[src/rtl/cdcbr_pkg.sv]
package cdcbr_pkg;
  localparam int NREG   = 28;
  localparam int IDX_W  = 7;
  localparam int BYTE_W = 8;
  localparam int BIT_REQ = 16;
  localparam int BIT_ERR = 31;
  localparam int BIT_IRQ = 8;

  // power-on contents of the internal bank
  function automatic logic [7:0] dflt_val(input int idx);
    case (idx)
      1:  return 8'hFC;
      2:  return 8'h1B;
      3:  return 8'h20;
      5:  return 8'h80;
      8:  return 8'hFF;
      9:  return 8'h1F;
      10: return 8'h3F;
      12, 13, 14, 15: return 8'h06;
      21: return 8'h34;
      22: return 8'h07;
      23: return 8'h44;
      24: return 8'h1F;
      default: return 8'h00;
    endcase
  endfunction

  function automatic bit reg_writable(input int idx);
    return (idx != 0) && (idx < NREG);
  endfunction

  function automatic logic [31:0] pack_cmd(input logic err, input logic busy,
                                           input logic [IDX_W-1:0] idx,
                                           input logic [BYTE_W-1:0] dat);
    logic [31:0] w;
    w = '0;
    w[BIT_ERR] = err;
    w[BIT_REQ] = busy;
    w[14:8]    = idx;
    w[7:0]     = dat;
    return w;
  endfunction

  function automatic logic [31:0] pack_data(input logic irq,
                                            input logic [BYTE_W-1:0] dat);
    logic [31:0] w;
    w = '0;
    w[BIT_IRQ] = irq;
    w[7:0]     = dat;
    return w;
  endfunction
endpackage

[src/rtl/cdcbr_regfile.sv]
module cdcbr_regfile
  import cdcbr_pkg::*;
#(
  parameter int N = NREG
) (
  input  logic              clk,
  input  logic              rst_n,
  input  logic              wr_en,
  input  logic [IDX_W-1:0]  wr_idx,
  input  logic [7:0]        wr_val,
  input  logic [IDX_W-1:0]  rd_idx,
  output logic [7:0]        rd_val
);
  logic [7:0] mem [N];

  for (genvar i = 0; i < N; i++) begin : g_reg
    if (reg_writable(i)) begin : g_rw
      always_ff @(posedge clk or negedge rst_n) begin
        if (!rst_n)
          mem[i] <= dflt_val(i);
        else if (wr_en && (int'(wr_idx) == i))
          mem[i] <= wr_val;
      end
    end else begin : g_ro
      always_ff @(posedge clk or negedge rst_n) begin
        if (!rst_n) mem[i] <= dflt_val(i);
        else        mem[i] <= dflt_val(i);
      end
    end
  end

  always_comb begin
    rd_val = '0;
    for (int k = 0; k < N; k++)
      if (int'(rd_idx) == k) rd_val = mem[k];
  end
endmodule

[src/rtl/cdcbr_wr_seq.sv]
module cdcbr_wr_seq
  import cdcbr_pkg::*;
#(
  parameter int WR_LAT = 4
) (
  input  logic             clk,
  input  logic             rst_n,
  input  logic             start,
  input  logic [IDX_W-1:0] idx_in,
  input  logic [7:0]       val_in,
  output logic             busy,
  output logic             commit,
  output logic [IDX_W-1:0] commit_idx,
  output logic [7:0]       commit_val
);
  localparam int CW = $clog2(WR_LAT + 1);
  logic [CW-1:0] cnt_q;

  always_ff @(posedge clk or negedge rst_n) begin
    if (!rst_n) begin
      cnt_q      <= '0;
      commit_idx <= '0;
      commit_val <= '0;
    end else if (start && cnt_q == '0) begin
      cnt_q      <= CW'(WR_LAT);
      commit_idx <= idx_in;
      commit_val <= val_in;
    end else if (cnt_q != '0) begin
      cnt_q <= cnt_q - 1'b1;
    end
  end

  assign busy   = (cnt_q != '0);
  assign commit = (cnt_q == CW'(1));
endmodule

[src/rtl/cdcbr_rd_pipe.sv]
module cdcbr_rd_pipe
  import cdcbr_pkg::*;
#(
  parameter int RD_LAT = 6
) (
  input  logic             clk,
  input  logic             rst_n,
  input  logic             start,
  input  logic [IDX_W-1:0] idx_in,
  output logic [IDX_W-1:0] cap_idx,
  input  logic [7:0]       rd_val,
  output logic             cap_evt,
  output logic [7:0]       data_q
);
  localparam int CW = $clog2(RD_LAT + 1);
  logic [CW-1:0] cnt_q;

  assign cap_evt = (cnt_q == CW'(1));

  always_ff @(posedge clk or negedge rst_n) begin
    if (!rst_n) begin
      cnt_q   <= '0;
      cap_idx <= '0;
      data_q  <= '0;
    end else begin
      if (start) begin
        cnt_q   <= CW'(RD_LAT);
        cap_idx <= idx_in;
      end else if (cnt_q != '0) begin
        cnt_q <= cnt_q - 1'b1;
      end
      if (cap_evt) data_q <= rd_val;
    end
  end
endmodule

[src/rtl/cdcbr_top.sv]
module cdcbr_top
  import cdcbr_pkg::*;
#(
  parameter int WR_LAT = 4,
  parameter int RD_LAT = 6,
  parameter int AW     = 4
) (
  input  logic          clk,
  input  logic          rst_n,
  input  logic          bus_sel,
  input  logic          bus_wr,
  input  logic [AW-1:0] bus_addr,
  input  logic [31:0]   bus_wdata,
  output logic [31:0]   bus_rdata,
  input  logic          codec_irq
);
  localparam logic [AW-1:0] OFS_CMD  = AW'(0);
  localparam logic [AW-1:0] OFS_DATA = AW'(4);

  // named internal events
  logic             wr_cmd, accept_wr, accept_rd, drop, clr_err;
  logic             busy, commit;
  logic [IDX_W-1:0] commit_idx, cap_idx, idx_q;
  logic [7:0]       commit_val, dat_q, rd_val, data_q;
  logic             cap_evt, err_q, irq_q;

  assign wr_cmd    = bus_sel && bus_wr && (bus_addr == OFS_CMD);
  assign accept_wr = wr_cmd && bus_wdata[BIT_REQ] && !busy;
  assign accept_rd = wr_cmd && !bus_wdata[BIT_REQ] && !busy;
  assign drop      = wr_cmd && bus_wdata[BIT_REQ] && busy;
  assign clr_err   = wr_cmd && bus_wdata[BIT_ERR];

  always_ff @(posedge clk or negedge rst_n) begin
    if (!rst_n) begin
      idx_q <= '0;
      dat_q <= '0;
      err_q <= 1'b0;
      irq_q <= 1'b0;
    end else begin
      irq_q <= codec_irq;
      if (accept_wr || accept_rd) begin
        idx_q <= bus_wdata[14:8];
        dat_q <= bus_wdata[7:0];
      end
      if (drop)         err_q <= 1'b1;
      else if (clr_err) err_q <= 1'b0;
    end
  end

  cdcbr_wr_seq #(.WR_LAT(WR_LAT)) u_wr (
    .clk(clk), .rst_n(rst_n), .start(accept_wr),
    .idx_in(bus_wdata[14:8]), .val_in(bus_wdata[7:0]),
    .busy(busy), .commit(commit),
    .commit_idx(commit_idx), .commit_val(commit_val)
  );

  cdcbr_rd_pipe #(.RD_LAT(RD_LAT)) u_rd (
    .clk(clk), .rst_n(rst_n), .start(accept_rd),
    .idx_in(bus_wdata[14:8]), .cap_idx(cap_idx),
    .rd_val(rd_val), .cap_evt(cap_evt), .data_q(data_q)
  );

  cdcbr_regfile #(.N(NREG)) u_rf (
    .clk(clk), .rst_n(rst_n),
    .wr_en(commit), .wr_idx(commit_idx), .wr_val(commit_val),
    .rd_idx(cap_idx), .rd_val(rd_val)
  );

  always_comb begin
    bus_rdata = '0;
    if (bus_addr == OFS_CMD)
      bus_rdata = pack_cmd(err_q, busy, idx_q, dat_q);
    else if (bus_addr == OFS_DATA)
      bus_rdata = pack_data(irq_q, data_q);
  end
endmodule

[config.mk]
export PLATFORM = sky130hd
export DESIGN_NAME = cdcbr_top
export DESIGN_NICKNAME = d
export VERILOG_FILES = /design/src/rtl/cdcbr_pkg.sv /design/src/rtl/cdcbr_regfile.sv /design/src/rtl/cdcbr_wr_seq.sv /design/src/rtl/cdcbr_rd_pipe.sv /design/src/rtl/cdcbr_top.sv
export SDC_FILE = /design/constraint.sdc
export NUM_CORES = 1
export LEC_CHECK = 0
export ABC_AREA = 1
export BUFFER_PORTS_ARGS = -buffer_cell sky130_fd_sc_hd__buf_2
export CAP_MARGIN = 20
export CORE_MARGIN = 2
export CORE_UTILIZATION = 51
export CTS_CLUSTER_DIAMETER = 40
export DETAILED_ROUTE_END_ITERATION = 10
export PLACE_DENSITY = 0.75
export SLEW_MARGIN = 20
export SYNTH_ARGS = -nofsm -noshare
export SYNTH_HDL_FRONTEND = slang
export SYNTH_SLANG_ARGS = --single-unit
[constraint.sdc]
create_clock -name clk -period 3.4 [get_ports clk]
set_input_delay 0.17 -clock clk [delete_from_list [all_inputs] [get_ports clk]]
set_output_delay 0.17 -clock clk [all_outputs]
set_load 0.1 [all_outputs]
==> impl_metrics.env, run 1 <==
export IMPL_switching_share=0.268
export IMPL_p_leak_nw=6.31
export IMPL_crit_chain="inv_2, nand3_2, nor2_1, nand2_1, nand2_1, nor2_1, nand4_1, nor2_1, nand4_1, nor2_1, nand4_1, nand2_1, nand4_1, nand2_1, nand4_1, nor2_1, nand4_1, nand2_1, nand2_1"
export IMPL_setup_slack_ns=0.538
export IMPL_post_cts_resized=0
export IMPL_synth_simple_area_share=0.248
export IMPL_rsz0062_at_grt="false"
export IMPL_hold_slack_ns=0.273
export IMPL_insertion_delay_ns=0.52
export IMPL_pre_cts_slack_ns=0.583
export IMPL_synth_cell_types=32
export IMPL_routed_wl_microns=30100
export IMPL_path_class="register to register"
export IMPL_async_reset_ff_frac=1.00
export IMPL_syn_avg_cell_area_sq_um=8.16
export IMPL_clk_pin_slew_ns=0.06
export IMPL_cap_violations=0
export IMPL_p_comb_frac=0.105
export IMPL_drive_gt1_frac=0.129
export IMPL_start_kind="register"
export IMPL_max_freq_mhz=349
export IMPL_dpl_hpwl_microns=19300
export IMPL_peakVddDrop_uv=493
export IMPL_num_io_pins=73
export IMPL_synth_seq_area_share=0.560
export IMPL_syn2layout_area_growth_pct=16.9
export IMPL_wire_per_inst_microns=15.8
export IMPL_cts_sinks=269
export IMPL_hold_viol=0
export IMPL_core_sq_um=23400
export IMPL_syn_inst=1488
export IMPL_grt_ovfl_total=0
export IMPL_end_kind="register"
export IMPL_grt_max_degree=90
export IMPL_rrSetupSlack_ns=0.54
export IMPL_drcViolationCount=0
export IMPL_fin_tns_setup_ns=0
export IMPL_regToRegStartpoint="u_rd.cap_idx[4]"
export IMPL_antennaDiodeCount=0
export IMPL_power_density_nw_per_um2=597
export IMPL_synth_top_family_by_area="simple AND/OR/NAND/NOR gates"
export IMPL_crit_required_ns=3.81
export IMPL_worst_pin_slew_ns=1.08
export IMPL_yosysWarnings=0
export IMPL_min_period_ns=2.86
export IMPL_routabilityCongestion=0.898
export IMPL_power_switching_w=0.00227
export IMPL_dp_cells=1814
export IMPL_worstPathMaxFanout=11
export IMPL_antenna_found_initial=0
export IMPL_cts_tree="built"
export IMPL_synth_compound_area_frac=0.121
export IMPL_drt_first_pass_iters=6
export IMPL_muxShareOfSynthArea=0.00185
export IMPL_postRouteAntennaNets=0
export IMPL_grtUsageTotal=0.250
export IMPL_slowest_stage="dfrtp_1"
export IMPL_die_area_sq_um=25100
export IMPL_seqPwrFrac=0.411
export IMPL_cts_root_buffer="clkbuf_16"
export IMPL_rr_worst_depth=19
export IMPL_grt_first_pass_wirelength_microns=49700
export IMPL_start_util=0.519
export IMPL_worst_ep_arrival_time_ns=3.27
export IMPL_cts_buffers=38
export IMPL_viasPerCell=5.31
export IMPL_slew_viol_final=0
export IMPL_synthAdderAreaFrac=0.00618
export IMPL_synth_seq_cells=269
export IMPL_cts_buffer_depth=3
export IMPL_die_x_microns=158
export IMPL_skew_ns=0.0173
export IMPL_synth_edff_count=0
export IMPL_power_frac_clock=0.485
export IMPL_timing_rr_end="u_rd.data_q[2]"
export IMPL_nets=1602
export IMPL_relSlewSlack=0.278
export IMPL_cp_slowest_stage_delay_ns=0.37
export IMPL_post_route_util=0.606
export IMPL_port_buffers=42
export IMPL_synthFlopType="dfrtp_1"
export IMPL_internal_power_w=0.00620
export IMPL_fin_crit_sh=0.842
export IMPL_startpoint="u_rd.cap_idx[4]"
export IMPL_setup_viol=0
export IMPL_vias=10100
export IMPL_grt_pass1_vias=9644
export IMPL_htreeDepth=2
export IMPL_synth_xor_area_frac=0.000721
export IMPL_fin_cells=1904
export IMPL_worstHoldPathType="input pin to async pin"
export IMPL_fp_row_count=56
export IMPL_first_iter_violations=799
export IMPL_dieHeight_microns=158
export IMPL_outcome="finished clean"
export IMPL_syn_area_sq_um=12100
[state kept, by name (all words and copies together) (netlist names)]
signal	flops
irq_q	1
u_wr.commit_val	8
err_q	1
u_wr.cnt_q	3
u_rf.mem	216
u_rd.cnt_q	3
u_wr.commit_idx	7
u_rd.cap_idx	7
dat_q	8
u_rd.data_q	8
idx_q	7
[worst max-delay path, delay by kind of cell, from the launching register on]
kind          cells  cell delay, ns
buf+inv           1            0.06
flops             1            0.37
simple gates     18            2.31
[per-layer routing]
layer  GRT usage  part of all wire  vias up
met1       0.352              0.46     4826
met3      0.0427             0.056       61
met4      0.0854             0.025        0
met2       0.396              0.46      327
li1            -                 -     4901
met5           0                 0        -
[Yosys cell counts, drive strengths merged (2+ instances only)]
| library cell | count | area, sq um |
|---|---|---|
| a21oi | 23 | 115 |
| buf | 16 | 120 |
| clkbuf | 52 | 195 |
| clkinv | 2 | 7.51 |
| dfrtp | 217 | 5430 |
| dfstp | 52 | 1370 |
| ha | 6 | 75.1 |
| inv | 116 | 435 |
| mux2 | 2 | 22.5 |
| nand2 | 504 | 1890 |
| nand3 | 39 | 205 |
| nand4 | 42 | 263 |
| nor2 | 122 | 495 |
| nor3 | 8 | 40.0 |
| o21ai | 259 | 1300 |
| o22ai | 2 | 12.5 |
| or2 | 17 | 106 |
[logic make-up after synthesis]
family,Yosys count
and+or+nand+nor,734
xor gates and xnor gates,1
adders and majority gates,6
other,1
buffers and inverters,186
DFF,269
muxes,2
AOI/OAI and AO/OA,289
[through the flow]
stage                     instance area, sq um  power, W
after global placement                   12700   0.00435
after detailed placement                 12700   0.00439
after floorplan                          12200   0.00411
after global routing                     14200   0.00880
final                                    14200   0.00847
after CTS                                14200   0.00852
[final cells by class]
type / instances / area, sq um
clock inverter: 25 / 294
fill: 2017 / 9210
sequential: 269 / 6800
clock buffer: 45 / 1040
multi-input combinational: 1047 / 4640
timing repair buffer: 81 / 576
tap: 319 / 399
inverter: 118 / 443
[worst max path at each step]
stage / endpoint / slack [ns] / cells after the start
floorplan: bus_rdata[10] / 0.86 / 5
global placement: u_rd.data_q[5] / 0.64 / 19
detailed placement: u_rd.data_q[2] / 0.58 / 19
CTS: u_rd.data_q[2] / 0.49 / 19
global route: u_rd.data_q[2] / 0.27 / 19
finish: u_rd.data_q[2] / 0.54 / 19
[placed cells by master (no fill, tap or decap), drive strengths merged]
master and count:
inv 121, nor4 1, or2 17, xnor2 1, dfstp 52, nand4 42, nor2 122, conb 15
nand2 504, nor3b 1, o21ai 259, a21oi 23, o211ai 1, bufinv 5, a31o 1, dlygate4sd3 20
nor3 8, buf 61, o2bb2ai 1, ha 6, dfrtp 217, clkbuf 45, nand3 39, mux2 2
clkinvlp 4, a21boi 1, o22ai 2, o2111ai 1, clkinv 13
[timing repair]
item,CTS,global route
endpoints found under the hold margin,107,0
setup buffers,0,0
hold buffers,20,0
[power groups by stage]
stage | logic [W] | clock network (W) | registers (W)
floorplan | 0.000606 | 0 | 0.00351
global placement | 0.000830 | 0 | 0.00352
detailed placement | 0.000858 | 0 | 0.00353
CTS | 0.000887 | 0.00416 | 0.00348
global route | 0.000997 | 0.00430 | 0.00350
finish | 0.000886 | 0.00411 | 0.00348
(Power assumes the default switching activity.)
==> run 2: changes to the inputs <==
Clock period 3.4 ns to 2.7 ns, I/O delays scaled along.
==> run 2 against run 1 <==
Combinational power rose by 41%. Non-clock buffer count rose by 41. Via count up 1.6%. Sequential cell count did not move. Final area is 3.7% higher. Count of clock-buffer cells in the layout rose by 1. Fmax rose by 6.7%. Worst hold slack lost 0.16 ns. Sequential power up 26%. Setup slack got worse by 0.52 ns. Global-route usage up 0.24 points. Clock power is 22% higher. Largest cell class unchanged. Largest power group unchanged. Highest routed layer unchanged.
==> impl_metrics.env, run 2 (same netlist as run 1, synthesis figures left out) <==
export IMPL_outcome="finished clean"
export IMPL_hold_slack_ns=0.112
export IMPL_antennaDiodeCount=0
export IMPL_power_switching_w=0.00288
export IMPL_fillCellCount=1958
export IMPL_fin_cells=1943
export IMPL_cts_tree="built"
export IMPL_dpl_hpwl_microns=20200
export IMPL_final_cell_mix="nand2_1, o21ai_0, dfrtp_1, inv_1, nor2_1"
export IMPL_fin_crit_sh=0.993
export IMPL_cts_buffers=37
export IMPL_skew_ns=0.0129
export IMPL_htreeDepth=2
export IMPL_hold_viol=0
export IMPL_grt_max_degree=83
export IMPL_grt_ovfl_total=0
export IMPL_largest_register_ffs=216
export IMPL_grt_pass1_vias=9870
export IMPL_relSlewSlack=0.329
export IMPL_top_register="u_rf.mem"
export IMPL_power_frac_clock=0.470
export IMPL_cts_buffer_depth=3
export IMPL_dieHeight_microns=158
export IMPL_start_util=0.519
export IMPL_p_leak_nw=6.55
export IMPL_worstHoldPathType="input pin to register"
export IMPL_core_sq_um=23400
export IMPL_cts_root_buffer="clkbuf_16"
export IMPL_start_kind="register"
export IMPL_max_freq_mhz=373
export IMPL_worstPathMaxFanout=3
export IMPL_path_class="register to register"
export IMPL_port_buffers=42
export IMPL_cts_sinks=269
export IMPL_first_iter_violations=947
export IMPL_grtUsageTotal=0.252
export IMPL_crit_required_ns=3.11
export IMPL_switching_share=0.271
export IMPL_fp_row_count=56
export IMPL_slew_viol_final=0
export IMPL_drive_gt1_frac=0.170
export IMPL_worst_ep_arrival_time_ns=3.09
export IMPL_nets=1642
export IMPL_worst_pin_slew_ns=1.00
export IMPL_num_io_pins=73
export IMPL_power_density_nw_per_um2=723
export IMPL_drcViolationCount=0
export IMPL_cap_violations=0
export IMPL_peakVddDrop_uv=477
export IMPL_viasPerCell=5.29
export IMPL_antenna_found_initial=0
export IMPL_syn2layout_area_growth_pct=21.2
export IMPL_rsz0062_at_grt="true"
export IMPL_clk_pin_slew_ns=0.06
export IMPL_insertion_delay_ns=0.52
export IMPL_vias=10300
export IMPL_layout_commonest_cell="nand2_1"
export IMPL_internal_power_w=0.00775
export IMPL_die_x_microns=158
export IMPL_grt_first_pass_wirelength_microns=49800
export IMPL_drt_first_pass_iters=5
export IMPL_end_kind="register"
export IMPL_postRouteAntennaNets=0
export IMPL_seqPwrFrac=0.412
export IMPL_min_period_ns=2.68
export IMPL_p_comb_frac=0.117
export IMPL_dp_cells=1849
export IMPL_routabilityCongestion=0.924
export IMPL_wire_per_inst_microns=15.7
export IMPL_die_area_sq_um=25100
export IMPL_setup_viol=0
export IMPL_routed_wl_microns=30400
-- run 2: worst paths after layout --
| kind | startpoint | endpoint | slack, ns | depth (start not counted) |
|---|---|---|---|---|
| max | u_rd.cap_idx[3] | u_rd.data_q[0] | 0.02 | 18 |
| min | bus_sel | err_q | 0.11 | 5 |
| max reg2reg | u_rd.cap_idx[3] | u_rd.data_q[0] | 0.02 | 18 |
| min reg2reg | u_rf.mem[69] | u_rf.mem[69] | 0.48 | 2 |
| max in group asynchronous | rst_n | u_rf.mem[98] | 1.62 | 3 |
| min in group asynchronous | rst_n | u_rf.mem[162] | 0.20 | 2 |
-- run 2: worst max-delay path, cell delays in order, from the launching register on --
cell     delay, ns
dfrtp_1       0.40
buf_6         0.13
nor2_4        0.14
nand3_4       0.10
nor2_4        0.17
inv_2         0.06
or2_0         0.20
nand2_1       0.06
nand4_1       0.12
nor2_1        0.15
nand4_1       0.13
nor2_1        0.13
nand4_1       0.11
nor2_1        0.14
nand4_1       0.14
nor2_2        0.16
nand4_1       0.11
nand2_1       0.08
nand2_1       0.05
-- run 2: timing repair --
item / CTS / global route
gates resized for setup: 0 / 38
setup buffers: 0 / 7
hold endpoints to repair: 104 / 0
hold buffers: 19 / 0
setup endpoints to repair: 0 / 8
-- run 2: cell type report --
type	instances	area, sq um	share of cell area
Tap cell	319	399	0.0271
Multi-Input combinational cell	1047	4750	0.322
Clock buffer	46	1020	0.0695
Sequential cell	269	6800	0.462
Clock inverter	22	265	0.0180
Timing Repair Buffer	122	1040	0.0708
Inverter	118	443	0.0301
-- run 2: power by group through the flow --
| stage | clock network [W] | registers, W | logic (W) |
|---|---|---|---|
| 2_1_floorplan | 0 | 0.00442 | 0.000764 |
| 3_5_place_dp | 0 | 0.00444 | 0.00116 |
| 5_1_grt | 0.00525 | 0.00441 | 0.00139 |
| 6_report | 0.00500 | 0.00439 | 0.00125 |
| 4_1_cts | 0.00506 | 0.00438 | 0.00119 |
| 3_3_place_gp | 0 | 0.00443 | 0.00113 |
-- run 2: per-stage QoR --
stage / util / instance area [sq um] / setup TNS (ns) / setup slack [ns] / power, W
floorplan: - / 12200 / 0 / 0.228 / 0.00518
global placement: 0.558 / 13100 / 0 / 0.0737 / 0.00556
detailed placement: 0.558 / 13100 / 0 / 0.0393 / 0.00560
CTS: 0.621 / 14500 / 0 / 0.0146 / 0.0106
global route: 0.629 / 14700 / -0.677 / -0.171 / 0.0110
finish: 0.629 / 14700 / 0 / 0.0181 / 0.0106
-- run 2: metal layers --
metal / part of all wire / up-vias / GRT usage
met1: 0.45 / 4885 / 0.350
li1: - / 4966 / -
met5: 0 / - / 0
met2: 0.45 / 342 / 0.402
met4: 0.033 / 0 / 0.0884
met3: 0.060 / 81 / 0.0460
